**src/rtl/smc_pkg.sv**
```systemverilog
package smc_pkg;

  typedef struct packed {
    logic       page;
    logic       wide;
    logic [3:0] tpa;
    logic [3:0] tah;
    logic [3:0] tch;
    logic [4:0] tacc;
    logic [3:0] tcs;
    logic [3:0] tas;
  } bank_cfg_t;

  localparam int CFG_W = $bits(bank_cfg_t);

  typedef enum logic [2:0] {
    PH_IDLE, PH_ASU, PH_CSU, PH_ACC, PH_CSH, PH_AHD, PH_GAP
  } phase_t;

  // Cycles spent in a phase; a zero-length phase is never entered.
  function automatic logic [5:0] phase_len(phase_t ph, bank_cfg_t c, logic [7:0] beat);
    logic [5:0] n;
    case (ph)
      PH_ASU:  n = 6'(c.tas);
      PH_CSU:  n = 6'(c.tcs);
      PH_ACC:  n = (beat == 8'd0) ? 6'(c.tacc) + 6'd1
                                  : ((c.tpa == 4'd0) ? 6'd1 : 6'(c.tpa));
      PH_CSH:  n = 6'(c.tch);
      PH_AHD:  n = 6'(c.tah);
      default: n = 6'd1;
    endcase
    return n;
  endfunction

  // Phase following ph, skipping those with a zero count.
  function automatic phase_t next_phase(phase_t ph, bank_cfg_t c);
    phase_t n;
    case (ph)
      PH_IDLE: n = (c.tas != 0) ? PH_ASU : ((c.tcs != 0) ? PH_CSU : PH_ACC);
      PH_ASU:  n = (c.tcs != 0) ? PH_CSU : PH_ACC;
      PH_CSU:  n = PH_ACC;
      PH_ACC:  n = (c.tch != 0) ? PH_CSH : ((c.tah != 0) ? PH_AHD : PH_GAP);
      PH_CSH:  n = (c.tah != 0) ? PH_AHD : PH_GAP;
      PH_AHD:  n = PH_GAP;
      default: n = PH_IDLE;
    endcase
    return n;
  endfunction

  // External word address from the in-bank byte offset.
  function automatic logic [23:0] ext_addr(logic [23:0] off, logic wide, logic [7:0] beat);
    return (wide ? (off >> 1) : off) + 24'(beat);
  endfunction

endpackage

```
**src/rtl/smc_cfg_regs.sv**
```systemverilog
module smc_cfg_regs
  import smc_pkg::*;
#(
  parameter int NBANK  = 4,
  parameter int BANK_W = 2
) (
  input  logic              clk,
  input  logic              rst_n,
  input  logic              wr_en,
  input  logic [BANK_W-1:0] wr_bank,
  input  logic [CFG_W-1:0]  wr_data,
  input  logic [BANK_W-1:0] rd_bank,
  output bank_cfg_t         rd_cfg
);

  bank_cfg_t cfg_q [NBANK];

  for (genvar b = 0; b < NBANK; b++) begin : g_bank
    always_ff @(posedge clk or negedge rst_n) begin
      if (!rst_n)
        cfg_q[b] <= '0;
      else if (wr_en && wr_bank == BANK_W'(b))
        cfg_q[b] <= bank_cfg_t'(wr_data);
    end
  end

  assign rd_cfg = cfg_q[rd_bank];

endmodule

```
**src/rtl/smc_seq.sv**
```systemverilog
module smc_seq
  import smc_pkg::*;
#(
  parameter int PAGE_BEATS = 4,
  parameter int BEAT_W     = 2
) (
  input  logic              clk,
  input  logic              rst_n,
  input  logic              start,
  input  logic              start_wr,
  input  bank_cfg_t         cfg_in,
  output phase_t            ph_o,
  output logic [BEAT_W-1:0] beat_o,
  output logic              wide_o,
  output logic              wr_o,
  output logic              acc_end_o,
  output logic              ready_o
);

  phase_t            ph;
  logic [5:0]        cnt;
  logic [BEAT_W-1:0] beat;
  bank_cfg_t         cfg_q;
  logic              wr_q;
  logic              last_beat;
  phase_t            nph, nph_idle;

  assign last_beat = wr_q || !cfg_q.page || (beat == BEAT_W'(PAGE_BEATS - 1));
  assign nph       = next_phase(ph, cfg_q);
  assign nph_idle  = next_phase(PH_IDLE, cfg_in);

  always_ff @(posedge clk or negedge rst_n) begin
    if (!rst_n) begin
      ph    <= PH_IDLE;
      cnt   <= '0;
      beat  <= '0;
      cfg_q <= '0;
      wr_q  <= 1'b0;
    end else begin
      case (ph)
        PH_IDLE: if (start) begin
          cfg_q <= cfg_in;
          wr_q  <= start_wr;
          beat  <= '0;
          ph    <= nph_idle;
          cnt   <= phase_len(nph_idle, cfg_in, 8'd0) - 6'd1;
        end
        PH_GAP: ph <= PH_IDLE;
        default: begin
          if (cnt != 6'd0) begin
            cnt <= cnt - 6'd1;
          end else if (ph == PH_ACC && !last_beat) begin
            beat <= beat + 1'b1;
            cnt  <= phase_len(PH_ACC, cfg_q, 8'(beat) + 8'd1) - 6'd1;
          end else begin
            ph  <= nph;
            cnt <= phase_len(nph, cfg_q, 8'd0) - 6'd1;
          end
        end
      endcase
    end
  end

  assign ph_o      = ph;
  assign beat_o    = beat;
  assign wide_o    = cfg_q.wide;
  assign wr_o      = wr_q;
  assign acc_end_o = (ph == PH_ACC) && (cnt == 6'd0);
  assign ready_o   = (ph == PH_IDLE);

endmodule

```
**src/rtl/smc_dpath.sv**
```systemverilog
module smc_dpath
  import smc_pkg::*;
#(
  parameter int NBANK  = 4,
  parameter int BANK_W = 2,
  parameter int OFF_W  = 24,
  parameter int DQ_W   = 16,
  parameter int BEAT_W = 2
) (
  input  logic              clk,
  input  logic              rst_n,
  input  logic              start,
  input  logic [BANK_W-1:0] start_bank,
  input  logic [OFF_W-1:0]  start_off,
  input  logic [DQ_W-1:0]   start_wdata,
  input  phase_t            ph,
  input  logic [BEAT_W-1:0] beat,
  input  logic              wide,
  input  logic              wr,
  input  logic              sample,
  input  logic [DQ_W-1:0]   mem_dq_i,
  output logic [OFF_W-1:0]  mem_addr,
  output logic [NBANK-1:0]  mem_cs_n,
  output logic              mem_oe_n,
  output logic              mem_we_n,
  output logic [DQ_W-1:0]   mem_dq_o,
  output logic              mem_dq_oe,
  output logic              rsp_valid,
  output logic [DQ_W-1:0]   rsp_rdata
);

  localparam int BYTE_W = DQ_W / 2;

  logic [BANK_W-1:0] bank_q;
  logic [OFF_W-1:0]  off_q;
  logic [DQ_W-1:0]   wdata_q;
  logic              addr_on, cs_on, acc_on;
  logic [DQ_W-1:0]   lane_in, lane_out;

  always_ff @(posedge clk or negedge rst_n) begin
    if (!rst_n) begin
      bank_q  <= '0;
      off_q   <= '0;
      wdata_q <= '0;
    end else if (start) begin
      bank_q  <= start_bank;
      off_q   <= start_off;
      wdata_q <= start_wdata;
    end
  end

  assign addr_on = (ph != PH_IDLE) && (ph != PH_GAP);
  assign cs_on   = (ph == PH_CSU) || (ph == PH_ACC) || (ph == PH_CSH);
  assign acc_on  = (ph == PH_ACC);

  assign mem_addr = addr_on ? OFF_W'(ext_addr(24'(off_q), wide, 8'(beat))) : '0;

  for (genvar b = 0; b < NBANK; b++) begin : g_cs
    assign mem_cs_n[b] = !(cs_on && bank_q == BANK_W'(b));
  end

  assign mem_oe_n  = !(acc_on && !wr);
  assign mem_we_n  = !(acc_on && wr);
  assign mem_dq_oe = cs_on && wr;

  assign lane_out = wide ? wdata_q : {{(DQ_W-BYTE_W){1'b0}}, wdata_q[BYTE_W-1:0]};
  assign mem_dq_o = mem_dq_oe ? lane_out : '0;
  assign lane_in  = wide ? mem_dq_i : {{(DQ_W-BYTE_W){1'b0}}, mem_dq_i[BYTE_W-1:0]};

  always_ff @(posedge clk or negedge rst_n) begin
    if (!rst_n) begin
      rsp_valid <= 1'b0;
      rsp_rdata <= '0;
    end else begin
      rsp_valid <= sample;
      if (sample) rsp_rdata <= lane_in;
    end
  end

endmodule

```
**src/rtl/static_mem_ctrl.sv**
```systemverilog
module static_mem_ctrl
  import smc_pkg::*;
#(
  parameter int NBANK      = 4,
  parameter int ADDR_W     = 26,
  parameter int DQ_W       = 16,
  parameter int PAGE_BEATS = 4,
  localparam int BANK_W    = $clog2(NBANK),
  localparam int OFF_W     = ADDR_W - BANK_W,
  localparam int BEAT_W    = (PAGE_BEATS > 1) ? $clog2(PAGE_BEATS) : 1
) (
  input  logic              clk,
  input  logic              rst_n,
  input  logic              req_valid,
  output logic              req_ready,
  input  logic [ADDR_W-1:0] req_addr,
  input  logic              req_write,
  input  logic [DQ_W-1:0]   req_wdata,
  output logic              rsp_valid,
  output logic [DQ_W-1:0]   rsp_rdata,
  input  logic              cfg_we,
  input  logic [BANK_W-1:0] cfg_bank,
  input  logic [CFG_W-1:0]  cfg_wdata,
  output logic [OFF_W-1:0]  mem_addr,
  output logic [NBANK-1:0]  mem_cs_n,
  output logic              mem_oe_n,
  output logic              mem_we_n,
  output logic [DQ_W-1:0]   mem_dq_o,
  output logic              mem_dq_oe,
  input  logic [DQ_W-1:0]   mem_dq_i
);

  logic [BANK_W-1:0] req_bank;
  logic              accept_evt;
  logic              acc_end_evt;
  logic              sample_evt;
  bank_cfg_t         req_cfg;
  phase_t            ph;
  logic [BEAT_W-1:0] beat;
  logic              wide_act, wr_act;

  assign req_bank    = req_addr[ADDR_W-1 -: BANK_W];
  assign accept_evt  = req_valid && req_ready;
  assign sample_evt  = acc_end_evt && !wr_act;

  smc_cfg_regs #(.NBANK(NBANK), .BANK_W(BANK_W)) u_cfg (
    .clk(clk), .rst_n(rst_n),
    .wr_en(cfg_we), .wr_bank(cfg_bank), .wr_data(cfg_wdata),
    .rd_bank(req_bank), .rd_cfg(req_cfg)
  );

  smc_seq #(.PAGE_BEATS(PAGE_BEATS), .BEAT_W(BEAT_W)) u_seq (
    .clk(clk), .rst_n(rst_n),
    .start(accept_evt), .start_wr(req_write), .cfg_in(req_cfg),
    .ph_o(ph), .beat_o(beat), .wide_o(wide_act), .wr_o(wr_act),
    .acc_end_o(acc_end_evt), .ready_o(req_ready)
  );

  smc_dpath #(.NBANK(NBANK), .BANK_W(BANK_W), .OFF_W(OFF_W), .DQ_W(DQ_W),
              .BEAT_W(BEAT_W)) u_dp (
    .clk(clk), .rst_n(rst_n),
    .start(accept_evt), .start_bank(req_bank),
    .start_off(req_addr[OFF_W-1:0]), .start_wdata(req_wdata),
    .ph(ph), .beat(beat), .wide(wide_act), .wr(wr_act), .sample(sample_evt),
    .mem_dq_i(mem_dq_i),
    .mem_addr(mem_addr), .mem_cs_n(mem_cs_n), .mem_oe_n(mem_oe_n),
    .mem_we_n(mem_we_n), .mem_dq_o(mem_dq_o), .mem_dq_oe(mem_dq_oe),
    .rsp_valid(rsp_valid), .rsp_rdata(rsp_rdata)
  );

endmodule

```
**config.mk**
```make
export PLATFORM = sky130hd
export DESIGN_NAME = static_mem_ctrl
export DESIGN_NICKNAME = d
export VERILOG_FILES = /design/src/rtl/smc_pkg.sv /design/src/rtl/smc_cfg_regs.sv /design/src/rtl/smc_seq.sv /design/src/rtl/smc_dpath.sv /design/src/rtl/static_mem_ctrl.sv
export SDC_FILE = /design/constraint.sdc
export NUM_CORES = 1
export LEC_CHECK = 0
export BUFFER_PORTS_ARGS = -buffer_cell sky130_fd_sc_hd__buf_2
export CAP_MARGIN = 30
export CORE_MARGIN = 2
export CORE_UTILIZATION = 52
export DETAILED_ROUTE_END_ITERATION = 8
export PLACE_DENSITY = 0.83
export SKIP_LAST_GASP = 1
export SYNTH_ARGS = -nofsm -noshare
export SYNTH_HDL_FRONTEND = slang
export SYNTH_SLANG_ARGS = --single-unit
```
**constraint.sdc**
```tcl
create_clock -name clk -period 3.8 [get_ports clk]
set_input_delay 0.76 -clock clk [delete_from_list [all_inputs] [get_ports clk]]
set_output_delay 0.76 -clock clk [all_outputs]
set_load 0.02 [all_outputs]
```
# [Yosys cells after proc, flatten, opt, wreduce, memory -nomap -nowiden]
# Cells that the tools add are included.
[classes] add_sub_neg=9 order_cmp=1 eq_ne=28 muxes=39 bitwise_logic=2 n_reduce_logical=49
[ops] operator="$mux 6" count=12
[ops] operator="$pmux 6 s5" count=2
[ops] operator="$bmux 27 s2" count=1
[ops] operator="$mux 27" count=2
[ops] operator="$mux 16" count=3
[ops] operator="$mux 24" count=2
[ops] operator="$add 24x2->24" count=1
[ops] operator="$reduce_bool 4->1" count=6
[ops] operator="$sub 6x1->6 const B" count=4
[ops] operator="$eq 3x3->1 const B" count=7
[ops] operator="$eq 3x2->1 const B" count=6
[ops] operator="$mux 3" count=6
[ops] operator="$pmux 3 s6" count=1
[ops] operator="$logic_and 1x1->1" count=16
[ops] operator="$add 5x1->6 const B" count=2
[ops] operator="$pmux 6 s2" count=1
[ops] operator="$eq 2x2->1 const B" count=5
[ops] operator="$eq 3x1->1 const B" count=3
[ops] operator="$logic_not 1->1" count=9
[ops] operator="$ne 3x3->1 const B" count=3
[ops] operator="$logic_not 8->1" count=1
[ops] operator="$mux 2" count=4
[ops] operator="$logic_not 6->1" count=1
[ops] operator="$pmux 3 s2" count=1
[ops] operator="22 further kinds" count=29
[totals] reg_bits=206 inputBits=92 output_inout_bits=65 wordCells=177

# [Logic depth before layout (Yosys ltp)]
# Gate-level depths: netlist of the first run.
[depth] ltp_word=14 depth_mapped=13 mapped_depth_nobuf=10

# [Modules after synthesis]
# From an unflattened synthesis of the first run, not the netlist that was laid out.
[hier_totals] hier_cells=868 area_unflattened_um2=11131.9
[modules_own_cells] mod="smc_cfg_regs" instances=1 cells_each=264 area_per_inst_um2=5078.6 seq_area_each_um2=2702.6
[modules_own_cells] mod="smc_dpath" instances=1 cells_each=344 area_per_inst_um2=3535.9 seq_area_each_um2=1476.4
[modules_own_cells] mod="smc_seq" instances=1 cells_each=258 area_per_inst_um2=2497.4 seq_area_each_um2=975.9
[modules_own_cells] mod="static_mem_ctrl" instances=1 cells_each=2 area_per_inst_um2=20.0 seq_area_each_um2=0.0

# [Worst setup path after synthesis of the first run]
# Ideal clock, no wire load.
[synth_path] kind="flip-flop to output port" start="register u_seq.cfg_q (netlist bit u_seq.wide_o)" end="output port mem_addr[19]" t_arrival_ns=3.695 t_required_ns=3.040 path_slack_ns=-0.655 stages_incl_launch_ff=14 path_buffers=3 cell_sequence="dfrtp_1 buf_2 buf_1 buf_1 mux2_2 ha_1 a21oi_1 nor4b_2 nand4_1 nor4b_1 nand2_1 xnor2_1 nor2_1 a211oi_1"
[synth_via] elab_chain_cells=3
[synth_lines] element="from (decl)" line_no="smc_seq.sv:23" source="bank_cfg_t cfg_q;"
[synth_lines] element="from (signal assigned)" line_no="smc_seq.sv:42" source="cfg_q <= cfg_in;"
[synth_lines] element="$mux 24" line_no="smc_pkg.sv:52" source="return (wide ? (off >> 1) : off) + 24'(beat);"
[synth_lines] element="$add 24x2->24" line_no="smc_pkg.sv:52"
[synth_lines] element="$mux 24" line_no="smc_dpath.sv:56" source="assign mem_addr = addr_on ? OFF_W'(ext_addr(24'(off_q), wide, 8'(beat))) : '0;"
[synth_lines] element="to (decl)" line_no="static_mem_ctrl.sv:24" source="output logic [OFF_W-1:0] mem_addr,"
# No other way between the ends.

# [Worst setup path after layout of the first run]
# Ends and elaborated chain as after synthesis.

==> results of run 1 <==
-- worst min path at each step --
stage / from / endpoint / depth (start not counted)
after floorplan: rst_n / u_cfg.cfg_q[0] / 0
after CTS: rst_n / u_cfg.cfg_q[46] / 1
after global routing: rst_n / u_cfg.cfg_q[40] / 1
after global placement: u_dp.rsp_rdata[3] / u_dp.rsp_rdata[3] / 2
after detailed placement: u_dp.rsp_rdata[9] / u_dp.rsp_rdata[9] / 2
final: rst_n / u_cfg.cfg_q[46] / 1
-- flip-flops by register name, indices dropped and copies added, names as in the netlist --
name	flops
u_cfg.cfg_q	108
u_dp.rsp_rdata	16
u_seq.ph_o	3
u_dp.wdata_q	16
u_seq.cnt	6
u_dp.bank_q	2
u_seq.wide_o	1
u_dp.off_q	24
u_seq.beat_o	2
u_seq.cfg_q	26
u_dp.rsp_valid	1
u_seq.wr_o	1
-- critical path: cells and delay by family, from the launching register on --
| kind | cells | cell delay (ns) |
|---|---|---|
| buf+inv | 1 | 0.17 |
| xor+xnor | 1 | 0.17 |
| flops | 1 | 0.43 |
| mux | 1 | 0.33 |
| simple gates | 5 | 1.12 |
| fa+ha+maj | 1 | 0.27 |
| compound gates | 2 | 0.22 |
-- Yosys cell counts, drive strengths merged, types with 2 or more instances --
cell type    n
mux2       180
a21oi       17
o211ai       2
nor2b        6
mux4        27
and3        11
a31oi        5
nor4b        3
inv         12
xnor2       19
o21ai       26
dfrtp      206
a21o         3
o311ai       2
nand2b       7
a2111oi      2
nor2        40
nand4bb      2
or3          3
buf         10
a211oi      16
nand3       15
or4          3
clkbuf      38
a21boi       2
a211o        4
o31ai        2
nor4         9
mux2i        6
nor3         8
nor3b        4
xor2        20
nand3b       4
or2          4
a22o         2
nand2       97
nand4        3
and2        15
ha           5
-- power groups by stage --
stage                     sequential, mW  clock [mW]  combinational (mW)
after CTS                           3.52        2.09                3.90
after global placement              3.50           0                3.70
after detailed placement            3.55           0                3.80
after floorplan                     3.42           0                2.85
after global routing                3.66        2.18                4.34
final                               3.56        2.04                4.00
-- per-layer routing --
layer  track usage [%]  vias to the layer above  wire length, µm  part of all wire [%]
li1                  -                     3419                -                     -
met1              30.0                     3736            10300                    43
met2              37.8                      245            11700                    49
met3              3.67                       35             1360                   5.7
met4              5.59                        0              437                   1.8
met5                 0                        -                0                     0
-- cell usage in the layout, fill, tap and decap left out, types with 9 or more instances in the layout --
cell	synthesis	routed
dfrtp_1	206	205
mux2_2	179	177
buf_2	5	150
nand2_1	97	97
nor2_1	40	36
buf_4	0	27
clkbuf_16	0	23
o21ai_0	22	22
xor2_1	20	20
mux4_2	18	18
xnor2_1	19	16
and2_1	15	13
a21oi_1	16	13
a211oi_1	16	13
nand3_1	13	12
and3_1	11	11
inv_1	10	10
mux4_1	9	9
-- kinds of logic after synthesis --
group / count (synthesis) / synth area share [%]
compound gates: 95 / 6.22
xor+xnor: 39 / 3.28
fa+ha+maj: 6 / 0.794
buf+inv: 61 / 2.49
flops: 206 / 49.6
mux: 213 / 26.3
simple gates: 236 / 11.4
-- repair_timing --
| item | CTS | global route |
|---|---|---|
| gates resized for setup | 16 | 21 |
| pin swaps | 11 | 18 |
| setup buffers | 5 | 6 |
| setup endpoints to repair | 9 | 15 |
-- stage by stage --
step / power [mW] / util, %
global route: 10.2 / 63.9
detailed placement: 7.34 / 58.9
finish: 9.60 / 63.9
global placement: 7.20 / 58.9
CTS: 9.51 / 63.2
floorplan: 6.27 / -
-- final cells by class --
type                    count  share of cell area, %
well taps                 265                   2.66
inverters                  13                  0.391
clock buffers              31                   5.10
clock inverters             9                  0.482
repair buffers            183                   8.42
multi-input cells         589                   41.6
flip-flops and latches    206                   41.3
==> impl_metrics.tcl, run 1 <==
set metrics [dict create \
    final_area_um2 12500 \
    slew_headroom_pct 59.4 \
    antenna_cells 0 \
    path_cells "mux2_4 -> ha_4 -> a21oi_4 -> nor4b_4 -> nand4_1 -> nor4b_4 -> nand2_1 -> xnor2_2 -> nor2_1 -> a211oi_2 -> buf_4" \
    ys_seq_elements 206 \
    skew_ns 0.00604 \
    n_fill_cell 1422 \
    syn_inst 856 \
    fin_tns_setup_ns -0.547 \
    path_clk_slew_ns 0.06 \
    root_buffer "clkbuf_16" \
    drv_slew 0 \
    first_iter_violations 443 \
    cp-startpoint "u_seq.wide_o" \
    rows 51 \
    synth_ff_type "dfrtp_1" \
    placed_area_um2 11500 \
    cts_sinks 206 \
    synthDistinctLibCells 71 \
    first_global_vias 7594 \
    dieHeight_um 145 \
    cp-endpoint "mem_addr[19]" \
    yosysWarnings 0 \
    synth_area_leader_cell "dfrtp_1" \
    violations "negative setup slack" \
    synthArstFlopShare_pct 100 \
    setup_slack_ns -0.171 \
    multi_input_area_um2 5190 \
    min_period_over_period_pct 104 \
    cp_common_cell "nor4b_4" \
    place_inst 1246 \
    cpMaxStageDelayCell "dfrtp_2" \
    core_um2 19500 \
    drt-vias-per-instance 5.74 \
    wl_um 23700 \
    drt_first_pass_iters 5 \
    worstSetupPathType "register to primary output" \
    cts_buffer_depth 3 \
    cts_tree "done" \
    postCtsHoldBufs 0 \
    synth_edf_count 0 \
    antenna_found_initial 0 \
    antenna_left 0 \
    dp_slack_ns 0.0747 \
    synth_top_area_share_pct 49.6 \
    comb_power_share_pct 41.7 \
    clk_latency_ns 0.50 \
    port_buffers 156 \
    crit_path_end_kind "primary output" \
    critPathArrivalTime_ns 3.21 \
    syn_nets 954 \
    grt_start_max_net_pins 110 \
    place.gp.congestion 0.986 \
    intPower_mw 5.92 \
    tightest_slew_ns 0.592 \
    cap_violations 0 \
    start_kind "register" \
    vias 7435 \
    power_density_nw_per_um2 770 \
    clkPwrFrac_pct 21.3 \
    grt_pass1_wl_um 39100 \
    swShare_pct 38.3 \
    outcome "finished, violations left" \
    syn_area_per_cell_um2 12.1 \
    ys_seq_area_share_pct 49.6 \
    r2r-start "u_seq.ph_o[2]" \
    htree_levels 1 \
    fmax_ghz 0.252 \
    finalNonFillerCells 1296 \
    fin_crit_ns 3.97 \
    cp_max_fo 4 \
    ir_drop_uv 376 \
    finalSetupViolations 7 \
    cellLeakagePower_nw 5.51 \
    synth.area.top_cells "dfrtp_1 50%, mux2_2 19%, mux4_2 3.9%, nand2_1 3.5%, mux4_1 2.3%" \
    cpPeakStageDelay_ns 0.43 \
    r2r_end "u_seq.cnt[4]" \
    r2r_slack_ns 0.88 \
    grt_overflow 0 \
    wl_per_cell_um 18.3 \
    hold_ws_ns 0.191 \
    final-seq-area_um2 5160 \
    fin_nets 1113 \
    hp-class "primary input to asynchronous set/reset pin" \
    p_sw_mw 3.68 \
    dieWidth_um 145 \
    dieArea_um2 21100 \
    dpl.hpwl_um 15700 \
    p_seq_share_pct 37.0 \
    layout-drive-gt1-share_pct 44.7 \
    syn_area_um2 10400 \
    reg2reg_depth 8 \
    worstPathRequired_ns 3.04 \
    hold_violations 0 \
    drc 0 \
    grt_use_total_pct 22.2 \
    start_util_pct 53.3 \
    cts_buffers 22 \
    rsz0062_at_grt "yes" \
    syn_to_final_growth_pct 19.9 \
    ioPinCount 157 \
]
Note: power is estimated with default switching activity, not from simulation.
==> run 2, diff against run 1 <==
--- a/config.mk
+++ b/config.mk
@@ -11,6 +11,7 @@
 export CORE_UTILIZATION = 52
 export DETAILED_ROUTE_END_ITERATION = 8
 export PLACE_DENSITY = 0.83
+export REMOVE_ABC_BUFFERS = 1
 export SKIP_LAST_GASP = 1
 export SYNTH_ARGS = -nofsm -noshare
 export SYNTH_HDL_FRONTEND = slang
==> run 2 against run 1 <==
Effect of this change: the flow still finishes with violations (negative setup slack); clock-buffer cell count is 2 higher; critical endpoint is now mem_addr[17]; worst hold slack gained 0.15 ns; cell count hardly changed; flip-flop and latch count unchanged; first-iteration DRC count shrank 25%; final area increased by 0.26%; critical path depth is 2 higher; highest routed layer unchanged; non-clock buffer count shrank 1; clock power increased by 9.8%.
==> impl_metrics.tcl, run 2 (synthesis results as in run 1) <==
set metrics [dict create \
    outcome "finished, violations left" \
    violations "negative setup slack" \
    critical_path.top_delay_family "simple AND/OR/NAND/NOR gates" \
    layout-drive-gt1-share_pct 44.3 \
    worstSetupPathType "register to primary output" \
    tightest_slew_ns 0.814 \
    slew_headroom_pct 45.7 \
    hold_violations 0 \
    grt_overflow 0 \
    finalNonFillerCells 1297 \
    cellLeakagePower_nw 5.55 \
    cp_max_fo 5 \
    cap_violations 0 \
    start_util_pct 53.3 \
    fmax_ghz 0.252 \
    swShare_pct 37.6 \
    cpPeakStageDelay_ns 0.43 \
    largest_register "u_cfg.cfg_q" \
    ir_drop_uv 378 \
    cp_common_cell "buf_4" \
    p_seq_share_pct 36.5 \
    first_iter_violations 334 \
    drt-vias-per-instance 5.66 \
    post-route-util_pct 64.0 \
    mostFrequentLayoutCell "dfrtp_1" \
    dieWidth_um 145 \
    cts_buffers 23 \
    r2r-start "u_seq.ph_o[1]" \
    syn_to_final_growth_pct 20.2 \
    critPathBufInv 3 \
    antenna_left 0 \
    place_inst 1247 \
    reg_top3 "u_cfg.cfg_q x108, u_seq.cfg_q x26, u_dp.off_q x24" \
    cts_buffer_depth 3 \
    antenna_found_initial 0 \
    critPathArrivalTime_ns 3.21 \
    finalSetupViolations 5 \
    core_um2 19500 \
    comb_power_share_pct 40.6 \
    grt_pass1_wl_um 38900 \
    ioPinCount 157 \
    dp_slack_ns 0.143 \
    dpl.hpwl_um 15800 \
    largest_reg_flops 108 \
    drc 0 \
    wl_per_cell_um 18.2 \
    clkPwrFrac_pct 23.0 \
    final_cell_mix "205 x dfrtp_1, 178 x mux2_2, 153 x buf_2" \
    cts_sinks 206 \
    root_buffer "clkbuf_16" \
    port_buffers 156 \
    drv_slew 0 \
    wl_um 23600 \
    dieArea_um2 21100 \
    start_kind "register" \
    fin_nets 1113 \
    p_sw_mw 3.67 \
    r2r_end "u_seq.cnt[5]" \
    finalPower_mw 9.75 \
    r2r_slack_ns 0.76 \
    skew_ns 0.0206 \
    path_cells "mux2_4 -> ha_4 -> a21oi_4 -> nor4b_4 -> nand4_1 -> buf_6 -> buf_4 -> nor2_2 -> nand2_1 -> xor2_1 -> nor2b_1 -> a211oi_2 -> buf_4" \
    htree_levels 1 \
    min_period_over_period_pct 104 \
    clk_latency_ns 0.52 \
    antenna_cells 0 \
    fin_crit_ns 3.97 \
    drt_first_pass_iters 4 \
    rows 51 \
    crit_path_end_kind "primary output" \
    grt_start_max_net_pins 103 \
    power_density_nw_per_um2 780 \
    dieHeight_um 145 \
    reg2reg_depth 9 \
    path_clk_slew_ns 0.06 \
    intPower_mw 6.08 \
    rsz0062_at_grt "yes" \
    hold_ws_ns 0.346 \
    vias 7342 \
    first_global_vias 7590 \
    worstPathRequired_ns 3.04 \
    hp-class "primary input to asynchronous set/reset pin" \
    cp-startpoint "u_seq.wide_o" \
    cpMaxStageDelayCell "dfrtp_2" \
    grt_use_total_pct 22.4 \
    setup_slack_ns -0.171 \
    place.gp.congestion 0.900 \
    cts_tree "done" \
    postCtsHoldBufs 0 \
]
run 2: changes by cell type in the layout (fill, tap and decap cells not counted), moves of 2 or more:
cell / before / now
buf_4: 27 / 23
buf_2: 150 / 153
clkbuf_8: 4 / 7
clkinvlp_4: 3 / 0
bufinv_16: 0 / 2
nand2_1: 97 / 95
nor2_1: 36 / 38
xnor2_1: 16 / 18
xnor2_2: 3 / 1
run 2: how the worst max path moves through the flow:
stage	endpoint	slack, ns	depth (start not counted)
floorplan	mem_addr[19]	-0.89	10
global placement	mem_addr[19]	0.18	12
detailed placement	mem_addr[19]	0.14	12
CTS	mem_addr[19]	-0.14	13
global route	mem_addr[19]	-0.30	13
finish	mem_addr[17]	-0.17	13
run 2: timing repair:
item | CTS | global route
pin swaps | 12 | 9
gates cloned | 0 | 0
buffers inserted | 6 | 2
gates resized for setup | 19 | 11
endpoints found under the setup margin | 10 | 13
run 2: power groups by stage:
stage          Clock, mW  Sequential (mW)  Combinational [mW]
4_1_cts             2.30             3.53                3.91
6_report            2.24             3.56                3.96
3_3_place_gp           0             3.51                3.71
2_1_floorplan          0             3.54                2.62
3_5_place_dp           0             3.56                3.79
5_1_grt             2.38             3.66                4.30
run 2: routing by layer:
| layer | GRT usage (%) | vias up | wire length [µm] |
|---|---|---|---|
| li1 | - | 3411 | - |
| met5 | 0 | - | 0 |
| met1 | 30.8 | 3630 | 10100 |
| met3 | 3.39 | 43 | 1360 |
| met2 | 37.7 | 258 | 11600 |
| met4 | 5.74 | 0 | 503 |
run 2: metrics by stage:
stage,instance area [µm²],TNS (ns)
floorplan,10200,-7.51
global placement,11500,0
detailed placement,11500,0
CTS,12400,-0.419
global route,12500,-1.45
finish,12500,-0.498
run 2: cell type report:
type / count / area (µm²)
multi-input combinational: 589 / 5160
inverter: 13 / 48.8
tap: 265 / 332
sequential: 206 / 5160
clock inverter: 9 / 103
timing repair buffer: 182 / 1030
fill: 1487 / 7020
clock buffer: 33 / 673
run 2: worst register-to-register path: cells and delay by family (launching register included):
family | cells | cell delay [ns]
AO/OA/AOI/OAI | 5 | 1.26
AND/OR/NAND/NOR | 3 | 0.83
flip-flops | 1 | 0.66
buffers and inverters | 1 | 0.22
==> run 3, diff against run 2 <==
--- a/config.mk
+++ b/config.mk
@@ -12,6 +12,7 @@
 export DETAILED_ROUTE_END_ITERATION = 8
 export PLACE_DENSITY = 0.83
 export REMOVE_ABC_BUFFERS = 1
+export SETUP_SLACK_MARGIN = 0.2
 export SKIP_LAST_GASP = 1
 export SYNTH_ARGS = -nofsm -noshare
 export SYNTH_HDL_FRONTEND = slang
==> run 3 against run 2 <==
Effect of this change: the flow still finishes with violations (negative setup slack); flip-flop and latch count stayed put; cell count increased by 0.69%; worst setup slack worse by 0.021 ns; highest routed layer unchanged; clock skew down 0.0032 ns; critical path type unchanged; largest cell class is now multi-input combinational cells.
==> impl_metrics.tcl, run 3 (synthesis results as in run 1) <==
set metrics [dict create \
    outcome "finished, violations left" \
    violations "negative setup slack" \
    finalSetupViolations 8 \
    crit_path_end_kind "primary output" \
    final_area_um2 12700 \
    r2r_slack_ns 0.78 \
    ioPinCount 157 \
    hp-class "primary input to asynchronous set/reset pin" \
    cpPeakStageDelay_ns 0.42 \
    final_cell_mix "205 x dfrtp_1, 177 x mux2_2, 149 x buf_2" \
    wl_per_cell_um 18.7 \
    drt_first_pass_iters 5 \
    cap_violations 0 \
    critPathArrivalTime_ns 3.23 \
    tightest_slew_ns 0.819 \
    rows 51 \
    placed_area_um2 11500 \
    htree_levels 1 \
    path_clk_slew_ns 0.06 \
    start_kind "register" \
    cts_sinks 206 \
    fin_crit_ns 3.99 \
    root_buffer "clkbuf_16" \
    antenna_cells 0 \
    reg_top3 "u_cfg.cfg_q x108, u_seq.cfg_q x26, u_dp.off_q x24" \
    dieHeight_um 145 \
    critPathBufInv 3 \
    worstPathRequired_ns 3.04 \
    post-route-util_pct 65.1 \
    antenna_found_initial 0 \
    antenna_left 0 \
    fmax_ghz 0.251 \
    grt_overflow 0 \
    slew_headroom_pct 45.4 \
    rsz0062_at_grt "yes" \
    first_global_vias 7599 \
    cp_max_fo 5 \
    critical_path.top_delay_family "simple AND/OR/NAND/NOR gates" \
    grt_use_total_pct 22.7 \
    cellLeakagePower_nw 5.66 \
    wl_um 24400 \
    cts_tree "done" \
    path_cells "buf_4 -> mux2_4 -> ha_4 -> fa_2 -> nand4bb_4 -> nor4b_4 -> buf_4 -> nand4bb_4 -> nor2_2 -> xor2_1 -> nor2_1 -> a211oi_1 -> buf_2" \
    dieArea_um2 21100 \
    drv_slew 0 \
    syn_to_final_growth_pct 22.2 \
    clk_latency_ns 0.52 \
    min_period_over_period_pct 105 \
    dieWidth_um 145 \
    place.gp.congestion 0.900 \
    hold_ws_ns 0.348 \
    skew_ns 0.0174 \
    largest_reg_flops 108 \
    port_buffers 156 \
    start_util_pct 53.3 \
    grt_start_max_net_pins 103 \
    drc 0 \
    vias 7482 \
    cts_buffers 23 \
    drt-vias-per-instance 5.73 \
    power_density_nw_per_um2 781 \
    core_um2 19500 \
    layout-drive-gt1-share_pct 45.9 \
    dpl.hpwl_um 15800 \
    hold_violations 0 \
    grt_pass1_wl_um 39400 \
    cpMaxStageDelayCell "dfrtp_2" \
    worstSetupPathType "register to primary output" \
    mostFrequentLayoutCell "dfrtp_1" \
    largest_register "u_cfg.cfg_q" \
    ir_drop_uv 380 \
    cts_buffer_depth 3 \
    setup_slack_ns -0.191 \
    fin_nets 1122 \
    postCtsHoldBufs 0 \
    first_iter_violations 367 \
]
==> run 3: cell count changes in the layout (fill, tap and decap cells not counted), moves of 2 or more <==
cell	delta
mux2i_1	-2
mux2i_2	+2
nor2_4	+2
buf_6	+6
buf_2	-4
xnor2_1	-2
nor2_1	-2
buf_4	+6
xnor2_2	+2
==> run 3: worst paths after layout <==
kind | from | endpoint | depth (start not counted)
worst max-delay path | u_seq.wide_o | mem_addr[20] | 13
max in group asynchronous | rst_n | u_seq.wide_o | 2
min in group clk | mem_dq_i[5] | u_dp.rsp_rdata[5] | 3
worst min register to register | u_dp.rsp_rdata[2] | u_dp.rsp_rdata[2] | 2
worst min-delay path | rst_n | u_cfg.cfg_q[92] | 1
worst max register to register | u_seq.ph_o[1] | u_seq.cnt[5] | 9
==> run 3: metal layers <==
layer	GRT usage [%]	share of wire [%]	routed length (µm)
met1	31.2	42	10300
met2	38.4	50	12300
met3	3.48	5.6	1370
met4	5.49	2.1	512
met5	0	0	0
==> run 3: area by class of cell <==
type	count	area [µm²]
timing repair buffer	191	1150
fill	1449	6820
multi-input combinational	589	5250
clock inverter	9	103
sequential	206	5160
tap	265	332
clock buffer	33	673
inverter	13	48.8
==> run 3: per-stage QoR <==
step / power [mW] / worst slack [ns] / setup TNS, ns / instances
detailed placement: 7.34 / 0.143 / 0 / 1247
CTS: 9.78 / -0.111 / -0.403 / 1299
finish: 9.93 / -0.191 / -0.801 / 1306
floorplan: 6.15 / -0.894 / -7.51 / 808
global placement: 7.22 / 0.177 / 0 / 1247
global route: 10.5 / -0.314 / -2.03 / 1306
==> run 3: what timing repair did <==
action,CTS,global route
endpoints found under the setup margin,14,17
setup buffers,10,7
pin swaps,16,22
resized for setup,30,31
==> run 3: worst reg2reg max path, stage by stage (launching register included) <==
cell and delay, ns:
dfrtp_1 0.65, nor2_1 0.22, nand2_1 0.39, inv_2 0.22, a211oi_1 0.36, o2111ai_1 0.21, o311ai_1 0.18, nand3_2 0.21
o31a_1 0.29, o31ai_1 0.22
==> run 3: where the power goes <==
group,leakage (nW),internal (mW),switching (mW)
registers,2.47,2.93,0.650
clock network,0.388,1.37,0.873
logic,2.80,1.87,2.24
total,5.66,6.17,3.76
